File: src/rtl/ifq_pkg.sv
`timescale 1ns/1ps
package ifq_pkg;

  // Where an accepted fetch word is placed.
  typedef enum logic [1:0] {
    FILL_NONE  = 2'd0,
    FILL_FIRST = 2'd1,  // into the empty look-ahead slot
    FILL_SHIFT = 2'd2,  // look-ahead moves down, word to look-ahead + operand
    FILL_OPND  = 2'd3   // replace operand copy in look-ahead, operand kept
  } fill_e;

  function automatic fill_e ifq_route(input logic la_full,
                                      input logic ex_full,
                                      input logic la_is_opnd,
                                      input logic ex_two);
    if (!la_full)               return FILL_FIRST;
    if (!ex_full)               return FILL_SHIFT;
    if (la_is_opnd && ex_two)   return FILL_OPND;
    return FILL_NONE;
  endfunction

endpackage

File: src/rtl/ifq_counter.sv
`timescale 1ns/1ps
module ifq_counter #(
  parameter int          AW         = 16,
  parameter logic [AW-1:0] RESET_ADDR = '0
) (
  input  logic          clk,
  input  logic          rst_n,
  input  logic          flush_i,
  input  logic [AW-1:0] target_i,
  input  logic          fetch_done_i,
  input  logic          req_active_i,
  output logic [AW-1:0] ic_o,
  output logic          drop_o,
  output logic          accept_o
);

  localparam logic [AW-1:0] ONE = {{(AW-1){1'b0}}, 1'b1};

  function automatic logic [AW-1:0] step_addr(input logic [AW-1:0] a);
    return a + ONE;
  endfunction

  logic [AW-1:0] ic_q;
  logic          drop_q;

  // Completion that carries a word the queue keeps.
  assign accept_o = fetch_done_i && !drop_q && !flush_i;

  always_ff @(posedge clk or negedge rst_n) begin
    if (!rst_n) begin
      ic_q   <= RESET_ADDR;
      drop_q <= 1'b0;
    end else if (flush_i) begin
      ic_q   <= target_i;
      drop_q <= !fetch_done_i && (drop_q || req_active_i);
    end else if (fetch_done_i && drop_q) begin
      drop_q <= 1'b0;
    end else if (accept_o) begin
      ic_q   <= step_addr(ic_q);
    end
  end

  assign ic_o   = ic_q;
  assign drop_o = drop_q;


  ic_step_chk: assert property (@(posedge clk) disable iff (!rst_n)
    accept_o |=> ic_o == $past(ic_o) + ONE);


  ic_hold_chk: assert property (@(posedge clk) disable iff (!rst_n)
    (!accept_o && !flush_i) |=> $stable(ic_o));


  ic_load_chk: assert property (@(posedge clk) disable iff (!rst_n)
    flush_i |=> ic_o == $past(target_i));

endmodule

File: src/rtl/ifq_slots.sv
`timescale 1ns/1ps
module ifq_slots
  import ifq_pkg::*;
#(
  parameter int DW = 16
) (
  input  logic          clk,
  input  logic          rst_n,
  input  logic          flush_i,
  input  logic          accept_i,
  input  logic [DW-1:0] word_i,
  input  logic          exe_two_i,
  input  logic          consume_i,
  output logic          need_o,
  output logic          ready_o,
  output logic [DW-1:0] instr_o,
  output logic [DW-1:0] imm_o
);

  logic [DW-1:0] la_q, ex_q, op_q;
  logic          la_v_q, ex_v_q, op_v_q, la_opnd_q;

  logic [DW-1:0] la_d, ex_d, op_d;
  logic          la_v_d, ex_v_d, op_v_d, la_opnd_d;

  // Named events for the checks.
  logic  retire;
  logic  post_la_v, post_ex_v, post_opnd;
  fill_e fill;

  assign ready_o = ex_v_q && (!exe_two_i || op_v_q);
  assign retire  = consume_i && ready_o && !flush_i;

  // Slot state after a retirement in this cycle.
  assign post_ex_v = ex_v_q && !retire;
  assign post_la_v = la_v_q && !(retire && exe_two_i && la_opnd_q);
  assign post_opnd = la_opnd_q && post_la_v;

  assign fill   = ifq_route(post_la_v, post_ex_v, post_opnd, exe_two_i);
  assign need_o = ifq_route(la_v_q, ex_v_q, la_opnd_q, exe_two_i) != FILL_NONE;

  always_comb begin
    la_d      = la_q;
    ex_d      = ex_q;
    op_d      = op_q;
    la_v_d    = post_la_v;
    ex_v_d    = post_ex_v;
    op_v_d    = op_v_q && !retire;
    la_opnd_d = post_opnd;
    if (accept_i) begin
      unique case (fill)
        FILL_FIRST: begin
          la_d      = word_i;
          la_v_d    = 1'b1;
          la_opnd_d = 1'b0;
        end
        FILL_SHIFT: begin
          ex_d      = la_q;
          ex_v_d    = 1'b1;
          la_d      = word_i;
          op_d      = word_i;
          op_v_d    = 1'b1;
          la_opnd_d = 1'b1;
        end
        FILL_OPND: begin
          la_d      = word_i;
          la_opnd_d = 1'b0;
        end
        default: ;
      endcase
    end
    if (flush_i) begin
      la_v_d    = 1'b0;
      ex_v_d    = 1'b0;
      op_v_d    = 1'b0;
      la_opnd_d = 1'b0;
    end
  end

  always_ff @(posedge clk or negedge rst_n) begin
    if (!rst_n) begin
      la_q      <= '0;
      ex_q      <= '0;
      op_q      <= '0;
      la_v_q    <= 1'b0;
      ex_v_q    <= 1'b0;
      op_v_q    <= 1'b0;
      la_opnd_q <= 1'b0;
    end else begin
      la_q      <= la_d;
      ex_q      <= ex_d;
      op_q      <= op_d;
      la_v_q    <= la_v_d;
      ex_v_q    <= ex_v_d;
      op_v_q    <= op_v_d;
      la_opnd_q <= la_opnd_d;
    end
  end

  assign instr_o = ex_q;
  assign imm_o   = op_q;


  shift_lands_chk: assert property (@(posedge clk) disable iff (!rst_n)
    (accept_i && fill == FILL_SHIFT) |=> ex_v_q && imm_o == $past(word_i));


  opnd_kept_chk: assert property (@(posedge clk) disable iff (!rst_n)
    (accept_i && fill == FILL_OPND) |=> $stable(imm_o));


  flush_empties_chk: assert property (@(posedge clk) disable iff (!rst_n)
    flush_i |=> !ready_o);

endmodule

File: src/rtl/instr_prefetch_queue.sv
`timescale 1ns/1ps
module instr_prefetch_queue #(
  parameter int            AW         = 16,
  parameter int            DW         = 16,
  parameter logic [AW-1:0] RESET_ADDR = '0
) (
  input  logic          clk,
  input  logic          rst_n,
  input  logic          flush_i,
  input  logic [AW-1:0] target_i,
  output logic          fetch_req_o,
  output logic [AW-1:0] fetch_addr_o,
  input  logic          fetch_done_i,
  input  logic [DW-1:0] fetch_data_i,
  input  logic          exe_two_i,
  input  logic          consume_i,
  output logic          ready_o,
  output logic [DW-1:0] instr_o,
  output logic [DW-1:0] imm_o,
  output logic [AW-1:0] link_o
);

  logic [AW-1:0] ic;
  logic          drop;
  logic          accept;
  logic          need;

  assign fetch_req_o = need && !drop;

  ifq_counter #(.AW(AW), .RESET_ADDR(RESET_ADDR)) u_counter (
    .clk          (clk),
    .rst_n        (rst_n),
    .flush_i      (flush_i),
    .target_i     (target_i),
    .fetch_done_i (fetch_done_i),
    .req_active_i (fetch_req_o),
    .ic_o         (ic),
    .drop_o       (drop),
    .accept_o     (accept)
  );

  ifq_slots #(.DW(DW)) u_slots (
    .clk       (clk),
    .rst_n     (rst_n),
    .flush_i   (flush_i),
    .accept_i  (accept),
    .word_i    (fetch_data_i),
    .exe_two_i (exe_two_i),
    .consume_i (consume_i),
    .need_o    (need),
    .ready_o   (ready_o),
    .instr_o   (instr_o),
    .imm_o     (imm_o)
  );

  assign fetch_addr_o = ic;
  assign link_o       = ic;


  stale_mute_chk: assert property (@(posedge clk) disable iff (!rst_n)
    (flush_i && fetch_req_o && !fetch_done_i) |=> !fetch_req_o);


  pending_addr_chk: assert property (@(posedge clk) disable iff (!rst_n)
    (fetch_req_o && !fetch_done_i && !flush_i) |=> $stable(fetch_addr_o));

endmodule

File: config.mk
export PLATFORM = sky130hd
export DESIGN_NAME = instr_prefetch_queue
export DESIGN_NICKNAME = d
export VERILOG_FILES = /design/src/rtl/ifq_pkg.sv /design/src/rtl/ifq_counter.sv /design/src/rtl/ifq_slots.sv /design/src/rtl/instr_prefetch_queue.sv
export SDC_FILE = /design/constraint.sdc
export NUM_CORES = 1
export LEC_CHECK = 0
export ABC_AREA = 1
export BUFFER_PORTS_ARGS = -buffer_cell sky130_fd_sc_hd__buf_2
export CAP_MARGIN = 25
export CORE_MARGIN = 5
export CORE_UTILIZATION = 56
export DETAILED_ROUTE_END_ITERATION = 8
export PLACE_DENSITY_LB_ADDON = 0.2
export SLEW_MARGIN = 20
export SYNTH_ARGS = -nofsm -noshare
export SYNTH_HDL_FRONTEND = slang
export SYNTH_SLANG_ARGS = --single-unit
export TNS_END_PERCENT = 1
File: constraint.sdc
create_clock -name clk -period 2.7 [get_ports clk]
set_clock_uncertainty 0.1 [all_clocks]
set_input_delay 0.27 -clock clk [delete_from_list [all_inputs] [get_ports clk]]
set_output_delay 0.27 -clock clk [all_outputs]
set_load 0.03 [all_outputs]
==> flow_metrics.tcl <==
set metrics [dict create \
    required_ns 2.83 \
    ys_warn_count 0 \
    syn_to_final_growth_pct 17.9 \
    cts_tree "done" \
    rsz0062_at_grt "no" \
    grt_start_max_net_pins 40 \
    grt_pass1_vias 2967 \
    vdd_ir_drop_max_v 0.000582 \
    hold_class "input pin to flip-flop" \
    path_max_fanout 33 \
    drv_cap 0 \
    synth_flop_cell "dfrtp_1" \
    worstPathArrival_ns 2.11 \
    rr_worst_depth 6 \
    dieWidth_um 88.6 \
    synth_seq_cells 69 \
    hpwl_um 5930 \
    htree_levels 3 \
    yosys-top-cells-count "nand2_1 (159), dfrtp_1 (69), nand4_1 (36), nand3_1 (32), nor2_1 (26)" \
    yosys.area.top_type "dfrtp_1" \
    async_reset_ff_frac 1.00 \
    via_per_inst 5.35 \
    num_vias 3156 \
    gp_congestion 0.880 \
    clk_pin_slew_worst_paths_ns 0.08 \
    dieArea_um2 7840 \
    critPathKind "input pin to flip-flop" \
    p_leak_uw 0.00223 \
    final_util 0.684 \
    cts_buffer_depth 2 \
    cp-startpoint "fetch_done_i" \
    synth_top_cell_area_share 0.500 \
    final_hold_viol_count 0 \
    crit_path_end_kind "flip-flop" \
    period_needed_ns 1.98 \
    cts_made_buffers 9 \
    setup_viol 0 \
    synth_cells 424 \
    synth_edf_count 0 \
    drtPass1Iterations 5 \
    grt_usage 0.230 \
    min-delay-start "target_i[2]" \
    final.setup.tns_ns 0 \
    cts_resized 0 \
    yosys-top-cells-area "dfrtp_1 (50%), nand2_1 (17%), nand4_1 (6.5%), buf_4 (4.8%), nand3_1 (4.6%)" \
    tightest_slew_ns 0.723 \
    clock-sinks 69 \
    drive_above_1_share 0.268 \
    relSlewSlack 0.518 \
    grt_pass1_wl_um 14200 \
    r2r-start "u_counter.drop_o" \
    min_path_cells 3 \
    cts_setup_buffers 0 \
    syn_area_per_cell_um2 8.15 \
    fmax_mhz 504 \
    rows 28 \
    synth_nets 463 \
    overflow 0 \
    clk_latency_ns 0.34 \
    nets 548 \
    netlist_area_um2 3460 \
    antenna_found_initial 1 \
    clockRootBuffer "clkbuf_8" \
    core_um2 5960 \
    yosysMostFrequentCell "nand2_1" \
    initial_core_util 0.580 \
    io-pin-count 104 \
    io_buffers 103 \
    ys_seq_area_frac 0.500 \
    startpoint_type "input pin" \
    drtAntennaViolNets 0 \
    drc 0 \
    slew_viol_final 0 \
    die_y_um 88.6 \
    status "finished clean" \
    powerDensity_nw_per_um2 765 \
    dr.first_iter.drc_count 302 \
    synth.distinct_cells 31 \
    fin_crit_sh 0.734 \
    postRouteWirelength_um 8430 \
    wl_per_cell_um 14.3 \
]
## logic make-up after synthesis
logic type	share of synthesized area
and+or+nand+nor	0.337
DFF	0.500
buffers and inverters	0.0967
AOI/OAI and AO/OA	0.0482
xor gates and xnor gates	0.0152
adders and majority gates	0.00362
## cell type report
cell class / instances / area [µm²]
clock buffer: 9 / 124
inverter: 27 / 101
fill: 533 / 1880
sequential: 69 / 1730
multi-input combinational: 293 / 1400
antenna: 1 / 2.50
tap: 75 / 93.8
clock inverter: 7 / 52.6
timing repair buffer: 109 / 578
## through the flow
step                hold WS [ns]  instance area [µm²]  setup slack, ns  total power [µW]  cells
finish                    0.0532                 4070            0.717              3120    590
global route              0.0596                 4070            0.538              3300    590
CTS                       0.0457                 4070            0.723              3140    589
detailed placement         0.265                 3870            0.748              2390    571
global placement           0.263                 3870            0.807              2370    571
floorplan                 -0.126                 3460             1.03              2090    424
## registers in the layout, indices dropped and copies added, names as in the netlist
name and cells:
u_counter.drop_o 1, u_slots.op_v_q 1, u_slots.la_v_q 1, u_slots.imm_o 16, u_slots.ex_v_q 1, u_slots.la_q 16, u_slots.instr_o 16, u_counter.ic_o 16
u_slots.la_opnd_q 1
## power breakdown
group          switching, µW  internal [µW]
clock network            415            336
logic                    700            281
registers                148           1240
total                   1260           1860
## cell usage in the layout, fill, tap and decap left out
| master | instances |
|---|---|
| a21oi_1 | 3 |
| a21oi_2 | 2 |
| a22o_1 | 1 |
| a31oi_1 | 2 |
| buf_12 | 1 |
| buf_2 | 103 |
| buf_4 | 3 |
| clkbuf_8 | 9 |
| clkinv_1 | 1 |
| clkinv_2 | 2 |
| clkinv_4 | 4 |
| clkinvlp_4 | 1 |
| dfrtp_1 | 69 |
| diode_2 | 1 |
| dlygate4sd3_1 | 2 |
| ha_1 | 1 |
| inv_1 | 22 |
| inv_2 | 4 |
| nand2_1 | 159 |
| nand2_2 | 4 |
| nand3_1 | 32 |
| nand4_1 | 36 |
| nand4_4 | 1 |
| nor2_1 | 26 |
| nor2_2 | 1 |
| nor2_4 | 1 |
| nor2_8 | 1 |
| o2111ai_1 | 1 |
| o211ai_1 | 4 |
| o21ai_0 | 7 |
| o21ai_1 | 3 |
| o21ai_4 | 1 |
| o21bai_1 | 1 |
| xnor2_1 | 2 |
| xor2_1 | 4 |
## path summary, 6_finish.rpt
check / end / slack (ns)
max: u_slots.imm_o[4] / 0.72
min: u_counter.ic_o[2] / 0.05
max reg2reg: u_slots.imm_o[4] / 0.84
min reg2reg: u_slots.instr_o[2] / 0.38
max in group asynchronous: u_slots.instr_o[11] / 1.43
min in group asynchronous: u_counter.ic_o[3] / 0.42
## layer usage
| layer | vias up | wire length, µm | GRT usage |
|---|---|---|---|
| met5 | - | 0 | 0 |
| met4 | 0 | 132 | 0.0907 |
| met3 | 11 | 505 | 0.0419 |
| met2 | 107 | 3890 | 0.339 |
| met1 | 1493 | 3900 | 0.339 |
| li1 | 1545 | - | - |
## worst max-delay path, stage by stage
cell           delay (ns)
dlygate4sd3_1        0.53
buf_2                0.12
nand2_2              0.11
nor2_8               0.32
nand4_4              0.48
nand2_1              0.20
nand2_1              0.08
## timing repair
item,in CTS,in global routing
hold buffers,2,0
hold endpoints to repair,32,0
endpoints found under the setup margin,0,0
Note: power is estimated with default switching activity, not from simulation.
